<file path="src/rtl/rx_sync_pkg.sv">
package rx_sync_pkg;

  typedef enum logic [1:0] {
    ST_LOST   = 2'd0,
    ST_RESYNC = 2'd1,
    ST_LOCKED = 2'd2
  } sync_st_e;

  typedef struct packed {
    logic idle;
    logic err;
    logic ctl;
  } rx_flags_t;

  localparam rx_flags_t FLAGS_LOST   = '{idle: 1'b0, err: 1'b1, ctl: 1'b1};
  localparam rx_flags_t FLAGS_RESYNC = '{idle: 1'b1, err: 1'b1, ctl: 1'b1};

endpackage

</file>
<file path="src/rtl/rx_sync_runcnt.sv">
// Counts consecutive qualifying characters; fires on the LIMIT-th one.
module rx_sync_runcnt #(
  parameter int LIMIT = 4
) (
  input  logic clk,
  input  logic rst,
  input  logic clr,
  input  logic adv,
  input  logic hit,
  output logic fire
);
  localparam int W = $clog2(LIMIT + 1);

  logic [W-1:0] cnt;

  assign fire = adv && hit && (cnt == W'(LIMIT - 1));

  always_ff @(posedge clk) begin
    if (rst || clr) begin
      cnt <= '0;
    end else if (adv) begin
      if (hit && !fire) cnt <= cnt + 1'b1;
      else              cnt <= '0;
    end
  end
endmodule

</file>
<file path="src/rtl/rx_sync_balance.sv">
// Saturating up/down counter of bad versus good characters.
module rx_sync_balance #(
  parameter int LIMIT = 4
) (
  input  logic clk,
  input  logic rst,
  input  logic clr,
  input  logic adv,
  input  logic up,
  output logic fire
);
  localparam int W = $clog2(LIMIT + 1);

  logic [W-1:0] cnt;

  assign fire = adv && up && (cnt == W'(LIMIT - 1));

  always_ff @(posedge clk) begin
    if (rst || clr) begin
      cnt <= '0;
    end else if (adv) begin
      if (up)              cnt <= fire ? '0 : cnt + 1'b1;
      else if (cnt != '0)  cnt <= cnt - 1'b1;
    end
  end
endmodule

</file>
<file path="src/rtl/rx_sync_flags.sv">
// Registered status override, driven from the state the machine moves to.
module rx_sync_flags
  import rx_sync_pkg::*;
(
  input  logic      clk,
  input  logic      rst,
  input  logic      en,
  input  sync_st_e  st_nx,
  input  logic      bad_now,
  input  rx_flags_t dec,
  output rx_flags_t flags_q
);
  rx_flags_t f_d;

  always_comb begin
    if (!en) begin
      f_d = dec;
    end else begin
      unique case (st_nx)
        ST_RESYNC: f_d = FLAGS_RESYNC;
        ST_LOCKED: f_d = bad_now ? '{idle: dec.idle, err: 1'b1, ctl: 1'b0}
                                 : '{idle: dec.idle, err: 1'b0, ctl: dec.ctl};
        default:   f_d = FLAGS_LOST;
      endcase
    end
  end

  always_ff @(posedge clk) begin
    if (rst) flags_q <= FLAGS_LOST;
    else     flags_q <= f_d;
  end
endmodule

</file>
<file path="src/rtl/rx_sync_fsm.sv">
module rx_sync_fsm
  import rx_sync_pkg::*;
#(
  parameter int BAD_RUN   = 4,
  parameter int COMMA_RUN = 4,
  parameter int BAL_LIMIT = 4
) (
  input  logic       clk,
  input  logic       rst,
  input  logic       sync_en,
  input  logic       chr_stb,
  input  logic       chr_bad,
  input  logic       chr_comma,
  input  logic       frame_moved,
  input  logic       wsync_hit,
  input  logic       dec_idle,
  input  logic       dec_err,
  input  logic       dec_ctl,
  output logic [1:0] st_o,
  output logic       idle_o,
  output logic       err_o,
  output logic       ctl_o
);
  sync_st_e  st_q, st_nx;
  rx_flags_t flags_q;

  logic adv, bad_now, good_comma, good_data;
  logic run_fire, bal_fire, comma_fire, lose, realign;

  assign adv        = sync_en && chr_stb;
  assign bad_now    = chr_stb && chr_bad;
  assign good_comma = chr_stb && chr_comma && !chr_bad;
  assign good_data  = chr_stb && !chr_comma && !chr_bad;

  rx_sync_runcnt #(.LIMIT(BAD_RUN)) u_bad_run (
    .clk(clk), .rst(rst), .clr(!sync_en || lose),
    .adv(adv), .hit(chr_bad), .fire(run_fire)
  );

  rx_sync_runcnt #(.LIMIT(COMMA_RUN)) u_comma_run (
    .clk(clk), .rst(rst), .clr(!sync_en),
    .adv(adv), .hit(chr_comma && !chr_bad), .fire(comma_fire)
  );

  rx_sync_balance #(.LIMIT(BAL_LIMIT)) u_balance (
    .clk(clk), .rst(rst), .clr(!sync_en || lose),
    .adv(adv), .up(chr_bad), .fire(bal_fire)
  );

  assign lose    = run_fire || bal_fire;
  assign realign = comma_fire || (good_comma && frame_moved) || (chr_stb && wsync_hit);

  always_comb begin
    st_nx = st_q;
    if (lose) begin
      st_nx = ST_LOST;
    end else begin
      unique case (st_q)
        ST_LOST:   if (good_comma) st_nx = ST_RESYNC;
        ST_RESYNC: if (good_data)  st_nx = ST_LOCKED;
        ST_LOCKED: if (realign)    st_nx = ST_RESYNC;
        default:   st_nx = ST_LOST;
      endcase
    end
  end

  always_ff @(posedge clk) begin
    if (rst || !sync_en) st_q <= ST_LOST;
    else                 st_q <= st_nx;
  end

  rx_sync_flags u_flags (
    .clk(clk), .rst(rst), .en(sync_en), .st_nx(st_nx), .bad_now(bad_now),
    .dec('{idle: dec_idle, err: dec_err, ctl: dec_ctl}), .flags_q(flags_q)
  );

  assign st_o   = st_q;
  assign idle_o = flags_q.idle;
  assign err_o  = flags_q.err;
  assign ctl_o  = flags_q.ctl;
endmodule

</file>
<file path="config.mk">
export PLATFORM = sky130hd
export DESIGN_NAME = rx_sync_fsm
export DESIGN_NICKNAME = d
export VERILOG_FILES = /design/src/rtl/rx_sync_pkg.sv /design/src/rtl/rx_sync_runcnt.sv /design/src/rtl/rx_sync_balance.sv /design/src/rtl/rx_sync_flags.sv /design/src/rtl/rx_sync_fsm.sv
export SDC_FILE = /design/constraint.sdc
export NUM_CORES = 1
export LEC_CHECK = 0
export BUFFER_PORTS_ARGS = -buffer_cell sky130_fd_sc_hd__buf_2
export CAP_MARGIN = 20
export CORE_UTILIZATION = 44
export DETAILED_ROUTE_END_ITERATION = 12
export PLACE_DENSITY = 0.66
export SETUP_SLACK_MARGIN = 0.4
export SYNTH_ARGS = -nofsm -noshare
export SYNTH_HDL_FRONTEND = slang
export SYNTH_SLANG_ARGS = --single-unit
</file>
<file path="constraint.sdc">
create_clock -name clk -period 2.56 [get_ports clk]
set_input_delay 0.256 -clock clk [delete_from_list [all_inputs] [get_ports clk]]
set_output_delay 0.256 -clock clk [all_outputs]
set_load 0.05 [all_outputs]
</file>
==> results of run 1 <==
==> stage by stage <==
stage | hold WS [ns] | worst slack, ns | cells
after floorplan | 0.328 | 0.658 | 100
after global placement | 0.449 | 0.632 | 139
after detailed placement | 0.448 | 0.581 | 139
after CTS | 0.141 | 0.602 | 142
after global routing | 0.142 | 0.434 | 142
final | 0.146 | 0.601 | 142
==> routing by layer <==
metal	up-vias	global-route usage [%]	routed length, µm
met5	-	0	0
met2	16	28.6	728
met4	0	5.29	14
met1	316	19.8	753
li1	387	-	-
met3	3	5.95	74
==> worst max-delay path: cells and delay by family, from the launching register on <==
kind                     cells  cell delay (ns)
adder cells (fa/ha/maj)      3             0.64
AO/OA/AOI/OAI                4             0.57
AND/OR/NAND/NOR              3             0.33
flip-flops                   1             0.32
==> kinds of logic (layout without fill, tap and decap cells) <==
group	count (synthesis)	count (layout)	share of synthesized area (%)
AND/OR/NAND/NOR	44	44	28.6
AO/OA/AOI/OAI	23	23	18.6
flip-flops	14	14	33.3
adder cells (fa/ha/maj)	9	9	13.4
buffers and inverters	8	25	3.72
XOR/XNOR	1	1	1.04
multiplexers	1	1	1.34
==> registers in the layout, summed over array words and instances, names as in the netlist <==
| register | count |
|---|---|
| u_bad_run.cnt | 3 |
| u_comma_run.cnt | 3 |
| u_balance.cnt | 3 |
| u_flags.flags_q | 3 |
| st_o | 2 |
==> synthesized netlist by cell type (2+ instances only) <==
cell type  instances  share of area [%]
dfxtp_1           14                 33
and3b_1            2                2.1
a22oi_1            3                2.7
inv_1              7                3.1
o21ai_0            3                1.8
nor4b_1            2                2.1
o21ai_1            2                1.2
nor2b_1            3                2.2
a21oi_1            8                4.8
nor3_1             3                1.8
nor2_1            18                8.0
nand2b_1           5                3.7
ha_1               9                 13
nand2_1            4                1.8
==> cells in the final DEF (no fill, tap or decap), types with 4 or more instances in the layout <==
cell and n:
a21oi_1 8, buf_2 15, dfxtp_1 14, ha_1 9, inv_1 7, nand2_1 4, nand2b_1 5, nor2_1 18
==> power by group through the flow <==
stage                     combinational, mW  sequential, mW  clock (mW)
after detailed placement             0.0621           0.230           0
final                                0.0619           0.224       0.123
after global placement               0.0610           0.230           0
after CTS                            0.0623           0.224       0.129
after floorplan                      0.0307           0.241           0
after global routing                 0.0693           0.225       0.139
==> worst max-delay path by stage <==
stage | start | cells after the start | end | slack (ns)
detailed placement | chr_bad | 10 | u_flags.flags_q[0] | 0.58
floorplan | st_o[0] | 8 | u_flags.flags_q[2] | 0.66
global placement | chr_bad | 10 | u_flags.flags_q[0] | 0.63
global route | u_comma_run.cnt[0] | 10 | u_flags.flags_q[2] | 0.43
finish | u_comma_run.cnt[0] | 10 | u_flags.flags_q[2] | 0.60
CTS | u_comma_run.cnt[0] | 10 | u_flags.flags_q[2] | 0.60
==> area by class of cell <==
type                    count  area (µm²)
multi-input cells          78         529
well taps                  25        31.3
flip-flops and latches     14         280
inverters                   7        26.3
fillers                   188         800
repair buffers             15        75.1
clock buffers               3        22.5
==> flow_summary.yaml, run 1 <==
status:
  status: "finished clean"
timing:
  rsz0062_at_grt: "false"
  fin_setup_tns_ns: 0
  fin_worst_skew_ns: 0.00307
  slew_violations: 0
  worst_pin_slew_ns: 0.289
  hold_viol_final: 0
  finalSetupViolCount: 0
  period_minus_slack_ns: 1.96
  fin_crit_sh_pct: 76.5
  slew_headroom_pct: 80.5
  fmax_mhz: 510
worst_setup_path:
  reg2reg_from: "u_comma_run.cnt[0]"
  critPathArrivalTime_ns: 2.14
  r2r_cells: 10
  slowest_delay_ns: 0.32
  cp_data_required_time_ns: 2.74
  crit_slowest_cell: "dfxtp_1"
  regToRegEndpoint: "u_flags.flags_q[2]"
  crit_chain: "ha_1 -> ha_1 -> a21oi_1 -> a21oi_1 -> or2_1 -> ha_1 -> a22oi_1 -> nor2_1 -> a21oi_1 -> nor2_1"
  crit_type: "reg2reg"
  cp-start-kind: "flip-flop"
  critPathCaptureType: "flip-flop"
  crit_fanout: 4
  r2r_slack_ns: 0.60
floorplan:
  die_area_um2: 2090
  core_area_um2: 1760
  num_rows: 15
  start_util_pct: 47.7
  dieWidth_um: 45.7
  die_height_um: 45.7
  num_io_pins: 16
pwr:
  irDropWorstVdd_mv: 0.220
  pwr-share-comb_pct: 15.1
  switching_power_mw: 0.109
  seqPwrFrac_pct: 54.9
  pwr_density_cell_nw_per_um2: 424
  p_sw_share_pct: 26.7
  power_mw: 0.409
  p_int_mw: 0.300
  clockPowerShare_pct: 30.0
  p_leak_nw: 0.413
grt:
  grt_pass1_vias: 610
  overflow: 0
  antenna_found_initial: 0
  grt_pass1_wl_mm: 2.50
  grt_usage_pct: 16.9
  grt_max_degree: 12
synth:
  synth_top_flop_cell: "dfxtp_1"
  syn_avg_cell_area_um2: 8.41
  ys_seq_elements: 14
  netlist_area_um2: 841
  yosys_warnings: 0
  synth-async-reset-ratio_pct: 0
  yosysSeqAreaShare_pct: 33.3
  syn-num-nets: 120
  ys_types: 31
  synth_edf_count: 0
  netlist_instances: 100
finish:
  final_core_util_pct: 54.7
  syn_to_final_growth_pct: 14.7
  n_antenna_cell: 0
  final_area_um2: 965
  nets: 139
  drive_above_1_share_pct: 19.7
cts:
  clk_pin_slew_ns: 0.08
  clock_latency_ns: 0.28
  post_cts_buffers: 0
  htreeDepth: 1
  cts.repair.resized: 0
  cts.sinks: 14
  ctsHoldBuffers: 0
  clockRootBuffer: "clkbuf_4"
  cts-buffers-inserted: 3
  cts_max_path_buffers: 2
  cts_tree: "done"
placement:
  placed_cell_area_um2: 942
  port_buffers: 15
  gp_congestion: 0.783
  dp_hpwl_mm: 1.22
drt:
  wl_mm: 1.57
  drtAntennaViolNets: 0
  detail_route.vias_per_cell: 5.08
  vias: 722
  route.detailed.drc: 0
  dr.pass1.iters: 4
  wl_per_cell_um: 11.1
  first_iter_violations: 12
worst_hold_path:
  min_to: "u_flags.flags_q[2]"
  hp-class: "in2reg"
  hp-start: "rst"
  hold_depth: 2
run:
  max_cap_viol_count: 0
Note: power is estimated with default switching activity, not from simulation.
==> inputs of run 2 (changes only) <==
Settings changed: PLACE_DENSITY 0.66 to 0.68.
Clock period 2.56 ns to 1.65 ns, I/O delays scaled along.
==> run 2 against run 1 <==
Against the previous run: the flow now finishes with violations (negative setup slack); sequential cell count unchanged; routed wire length up 25%; worst setup slack worse by 0.76 ns; critical endpoint is now u_flags.flags_q[0]; non-clock buffer count up 20; global-route usage up 4.2 points; combinational power up 140%; final cell count up 15%.
==> flow_summary.yaml, run 2 (same netlist as run 1, synthesis figures left out) <==
finish:
  n_antenna_cell: 0
  mostFrequentLayoutCells: "15 x buf_2, 14 x nor2_1, 14 x buf_4"
  mostFrequentLayoutCell: "buf_2"
  final_area_um2: 1380
  nFillCells: 138
  stdcell_count: 163
  syn_to_final_growth_pct: 64.3
  drive_above_1_share_pct: 58.0
  final_core_util_pct: 78.3
  nets: 159
floorplan:
  core_area_um2: 1760
  num_io_pins: 16
  dieWidth_um: 45.7
  die_height_um: 45.7
  num_rows: 15
  start_util_pct: 47.7
  die_area_um2: 2090
timing:
  timing.final.ws_setup_ns: -0.155
  period_minus_slack_ns: 1.80
  slew_headroom_pct: 79.0
  hold_viol_final: 0
  finalSetupViolCount: 3
  fin_worst_skew_ns: 0.00967
  slew_violations: 0
  rsz0062_at_grt: "true"
  fin_setup_tns_ns: -0.407
  fmax_mhz: 554
  whs_ns: 0.0629
  worst_pin_slew_ns: 0.314
  fin_crit_sh_pct: 109
worst_setup_path:
  crit_chain: "ha_4 -> ha_4 -> a21boi_2 -> a221oi_2 -> nand2_1 -> ha_4 -> nor2_4 -> nor2_2 -> nor2_2 -> o21ai_1"
  crit_buf_inv: 0
  cp_data_required_time_ns: 1.83
  critPathCaptureType: "flip-flop"
  crit_type: "reg2reg"
  critPathArrivalTime_ns: 1.99
  regToRegEndpoint: "u_flags.flags_q[0]"
  cp-start-kind: "flip-flop"
  reg2reg_from: "u_comma_run.cnt[0]"
  worst_path_most_repeated_cell: "ha_4"
  crit_slowest_cell: "dfxtp_2"
  slowest_delay_ns: 0.36
  r2r_slack_ns: -0.15
  critPathTopFamily: "adder cells"
  crit_fanout: 3
  r2r_cells: 10
drt:
  route.detailed.drc: 0
  wl_per_cell_um: 12.1
  drtAntennaViolNets: 0
  first_iter_violations: 8
  detail_route.vias_per_cell: 5.10
  wl_mm: 1.97
  vias: 832
  dr.pass1.iters: 3
status:
  status: "finished, violations left"
  violations: "negative setup slack"
placement:
  gp_congestion: 0.743
  port_buffers: 15
  dp_hpwl_mm: 1.38
  placed_cell_area_um2: 1130
  dpl.cell_count: 154
  pre_cts_ws_ns: -0.199
cts:
  clock_latency_ns: 0.29
  cts-buffers-inserted: 3
  clockRootBuffer: "clkbuf_4"
  cts.sinks: 14
  clk_pin_slew_ns: 0.09
  cts_max_path_buffers: 2
  htreeDepth: 1
  ctsHoldBuffers: 0
  cts_tree: "done"
grt:
  grt_pass1_wl_mm: 3.13
  grt_use_met1_pct: 26.5
  use_met2_pct: 33.7
  grt_pass1_vias: 749
  grt_usage_pct: 21.1
  grt.busiest_layer: "met2"
  grt_max_degree: 9
  overflow: 0
  met3_usage_pct: 4.76
  antenna_found_initial: 0
pwr:
  p_leak_nw: 0.550
  power_mw: 0.705
  pwr_density_cell_nw_per_um2: 510
  irDropWorstVdd_mv: 0.577
worst_hold_path:
  min_to: "u_flags.flags_q[2]"
  hold_depth: 2
  hp-start: "rst"
  hp-class: "in2reg"
run:
  max_cap_viol_count: 0
-- run 2: cell count changes in the layout (fill, tap and decap cells not counted), moves of 3 or more --
cell | previous run | this run
a21oi_2 | 0 | 3
buf_6 | 0 | 6
dfxtp_1 | 14 | 6
a21oi_1 | 8 | 4
dfxtp_2 | 0 | 6
nor2_2 | 0 | 3
buf_4 | 0 | 14
nor2_1 | 18 | 14
ha_4 | 0 | 8
ha_1 | 9 | 1
-- run 2: what timing repair did --
item / CTS / global route
pin swaps: 14 / 16
setup endpoints to repair: 10 / 12
gates cloned: 0 / 0
resized for setup: 18 / 21
buffers inserted: 4 / 1
-- run 2: routing by layer --
| metal | vias up | share of wire [%] |
|---|---|---|
| li1 | 428 | - |
| met1 | 388 | 48 |
| met2 | 11 | 47 |
| met3 | 5 | 2.6 |
| met4 | 0 | 2.0 |
| met5 | - | 0 |
-- run 2: power by group --
part / switching [mW] / internal, mW / total [mW] / leakage (nW)
clock: 0.114 / 0.0940 / 0.208 / 0.0150
sequential: 0.00411 / 0.343 / 0.347 / 0.118
combinational: 0.0821 / 0.0686 / 0.151 / 0.417
total: 0.200 / 0.505 / 0.705 / 0.550
-- run 2: final cells by class --
cell class / instances / area (µm²) / share of cell area, %
multi-input cells: 78 / 752 / 54.4
clock buffers: 4 / 26.3 / 1.90
inverters: 7 / 28.8 / 2.08
flip-flops and latches: 14 / 295 / 21.4
well taps: 25 / 31.3 / 2.26
repair buffers: 35 / 248 / 17.9
-- run 2: how the worst max path moves through the flow --
stage                       startpoint  depth (start not counted)                 end
floorplan           u_comma_run.cnt[1]                         10  u_flags.flags_q[2]
global placement               chr_bad                         10  u_flags.flags_q[0]
detailed placement             chr_bad                         10  u_flags.flags_q[0]
CTS                 u_comma_run.cnt[1]                         10  u_flags.flags_q[0]
global route        u_comma_run.cnt[0]                         10  u_flags.flags_q[0]
finish              u_comma_run.cnt[0]                         10  u_flags.flags_q[0]
==> inputs of run 3 (changes only) <==
Settings changed: SETUP_SLACK_MARGIN 0.4 to 0.1.
==> run 3 against run 2 <==
Against the previous run: the run still ends with negative setup slack left; sequential cell count unchanged; sequential power is essentially flat; routed wire length down 9.8%; register-to-register slack barely moved; non-clock buffer count down 2; count of clock-buffer cells in the layout did not move; sequential share of layout area up 2.6 points; via count decreased by 0.48%; clock power fell by 2%; critical endpoint unchanged.
==> flow_summary.yaml, run 3 (same netlist as run 1, synthesis figures left out) <==
timing:
  finalSetupViolCount: 3
  fin_setup_tns_ns: -0.401
  rsz0062_at_grt: "true"
  fin_crit_sh_pct: 109
  worst_pin_slew_ns: 0.296
  timing.final.ws_setup_ns: -0.151
  period_minus_slack_ns: 1.80
  hold_viol_final: 0
  fmax_mhz: 555
  slew_violations: 0
  slew_headroom_pct: 80.0
  fin_worst_skew_ns: 0.00959
cts:
  cts_max_path_buffers: 2
  htreeDepth: 1
  cts_tree: "done"
  cts.sinks: 14
  clock_latency_ns: 0.28
  clk_pin_slew_ns: 0.09
  clockRootBuffer: "clkbuf_4"
  cts-buffers-inserted: 3
grt:
  grt_use_met1_pct: 24.1
  use_met2_pct: 30.3
  overflow: 0
  antenna_found_initial: 0
  grt_pass1_wl_mm: 2.86
  met3_usage_pct: 4.76
  grt.busiest_layer: "met2"
  grt_usage_pct: 19.3
  grt_max_degree: 9
  grt_pass1_vias: 708
placement:
  port_buffers: 15
  gp_congestion: 0.743
  dpl.cell_count: 154
  dp_hpwl_mm: 1.38
finish:
  n_antenna_cell: 0
  nFillCells: 163
  seq_area_um2: 292
  final_core_util_pct: 68.9
  nets: 157
  mostFrequentLayoutCells: "18 x buf_4, 15 x nor2_1, 15 x buf_2"
  mostFrequentLayoutCell: "buf_4"
  multi_input_area_um2: 631
  drive_above_1_share_pct: 46.3
  stdcell_count: 161
  syn_to_final_growth_pct: 44.6
floorplan:
  dieWidth_um: 45.7
  die_height_um: 45.7
  start_util_pct: 47.7
  die_area_um2: 2090
  num_rows: 15
  core_area_um2: 1760
  num_io_pins: 16
status:
  violations: "negative setup slack"
  status: "finished, violations left"
drt:
  drtAntennaViolNets: 0
  route.detailed.drc: 0
  dr.pass1.iters: 4
  first_iter_violations: 16
  vias: 828
  detail_route.vias_per_cell: 5.14
  wl_mm: 1.77
  wl_per_cell_um: 11.0
worst_setup_path:
  crit_type: "reg2reg"
  cp_data_required_time_ns: 1.83
  critPathArrivalTime_ns: 1.98
  cp-start-kind: "flip-flop"
  critPathCaptureType: "flip-flop"
  crit_fanout: 3
pwr:
  power_mw: 0.678
  pwr_density_cell_nw_per_um2: 557
  p_leak_nw: 0.504
  irDropWorstVdd_mv: 0.545
worst_hold_path:
  hp-class: "in2reg"
run:
  max_cap_viol_count: 0
run 3: cell count changes in the layout (fill, tap and decap cells not counted), sizes merged:
cell,previous run,this run
buf,35,33
run 3: area by class of cell:
cell class              count  share of cell area [%]
clock buffers               4                    2.16
flip-flops and latches     14                    24.0
inverters                   7                    2.16
multi-input cells          78                    51.9
well taps                  25                    2.57
repair buffers             33                    17.3
run 3: power breakdown:
group	internal (mW)	total, mW	switching [mW]
sequential	0.344	0.347	0.00296
clock	0.0939	0.204	0.110
combinational	0.0560	0.127	0.0712
total	0.494	0.678	0.184
run 3: worst max-delay path: stages, from the launching register on:
cell      delay [ns]
dfxtp_2         0.35
ha_4            0.14
ha_4            0.15
a21boi_2        0.06
a221oi_2        0.28
nand2_1         0.14
ha_4            0.27
nor2_4          0.08
nor2_2          0.04
nor2_2          0.11
o21ai_1         0.08
run 3: per-stage QoR:
step / setup WS [ns] / hold slack (ns) / instance area, µm²
2_1_floorplan: -0.0451 / 0.237 / 912
3_3_place_gp: -0.210 / 0.352 / 1130
3_5_place_dp: -0.199 / 0.358 / 1130
4_1_cts: -0.154 / 0.0450 / 1160
5_1_grt: -0.264 / 0.0471 / 1220
6_report: -0.151 / 0.0764 / 1220
run 3: path summary, 6_finish.rpt:
path / slack (ns) / to / from / cells past startpoint
setup / recovery: -0.15 / u_flags.flags_q[0] / u_comma_run.cnt[0] / 10
setup reg to reg: -0.15 / u_flags.flags_q[0] / u_comma_run.cnt[0] / 10
hold / removal: 0.08 / u_flags.flags_q[2] / rst / 2
hold reg to reg: 0.48 / u_comma_run.cnt[1] / u_comma_run.cnt[1] / 2
run 3: layer usage:
metal / up-vias / share of wire (%) / routed length (µm)
met2: 12 / 46 / 821
met5: - / 0 / 0
met3: 6 / 2.8 / 50
li1: 425 / - / -
met1: 385 / 49 / 865
met4: 0 / 2.1 / 37
run 3: timing repair:
action | CTS | global route
hold endpoints to repair | 0 | 0
pin swaps | 6 | 10
setup buffers | 1 | 2
setup endpoints to repair | 3 | 4
hold buffers | 0 | 0
cloned | 0 | 0
resized for setup | 1 | 7
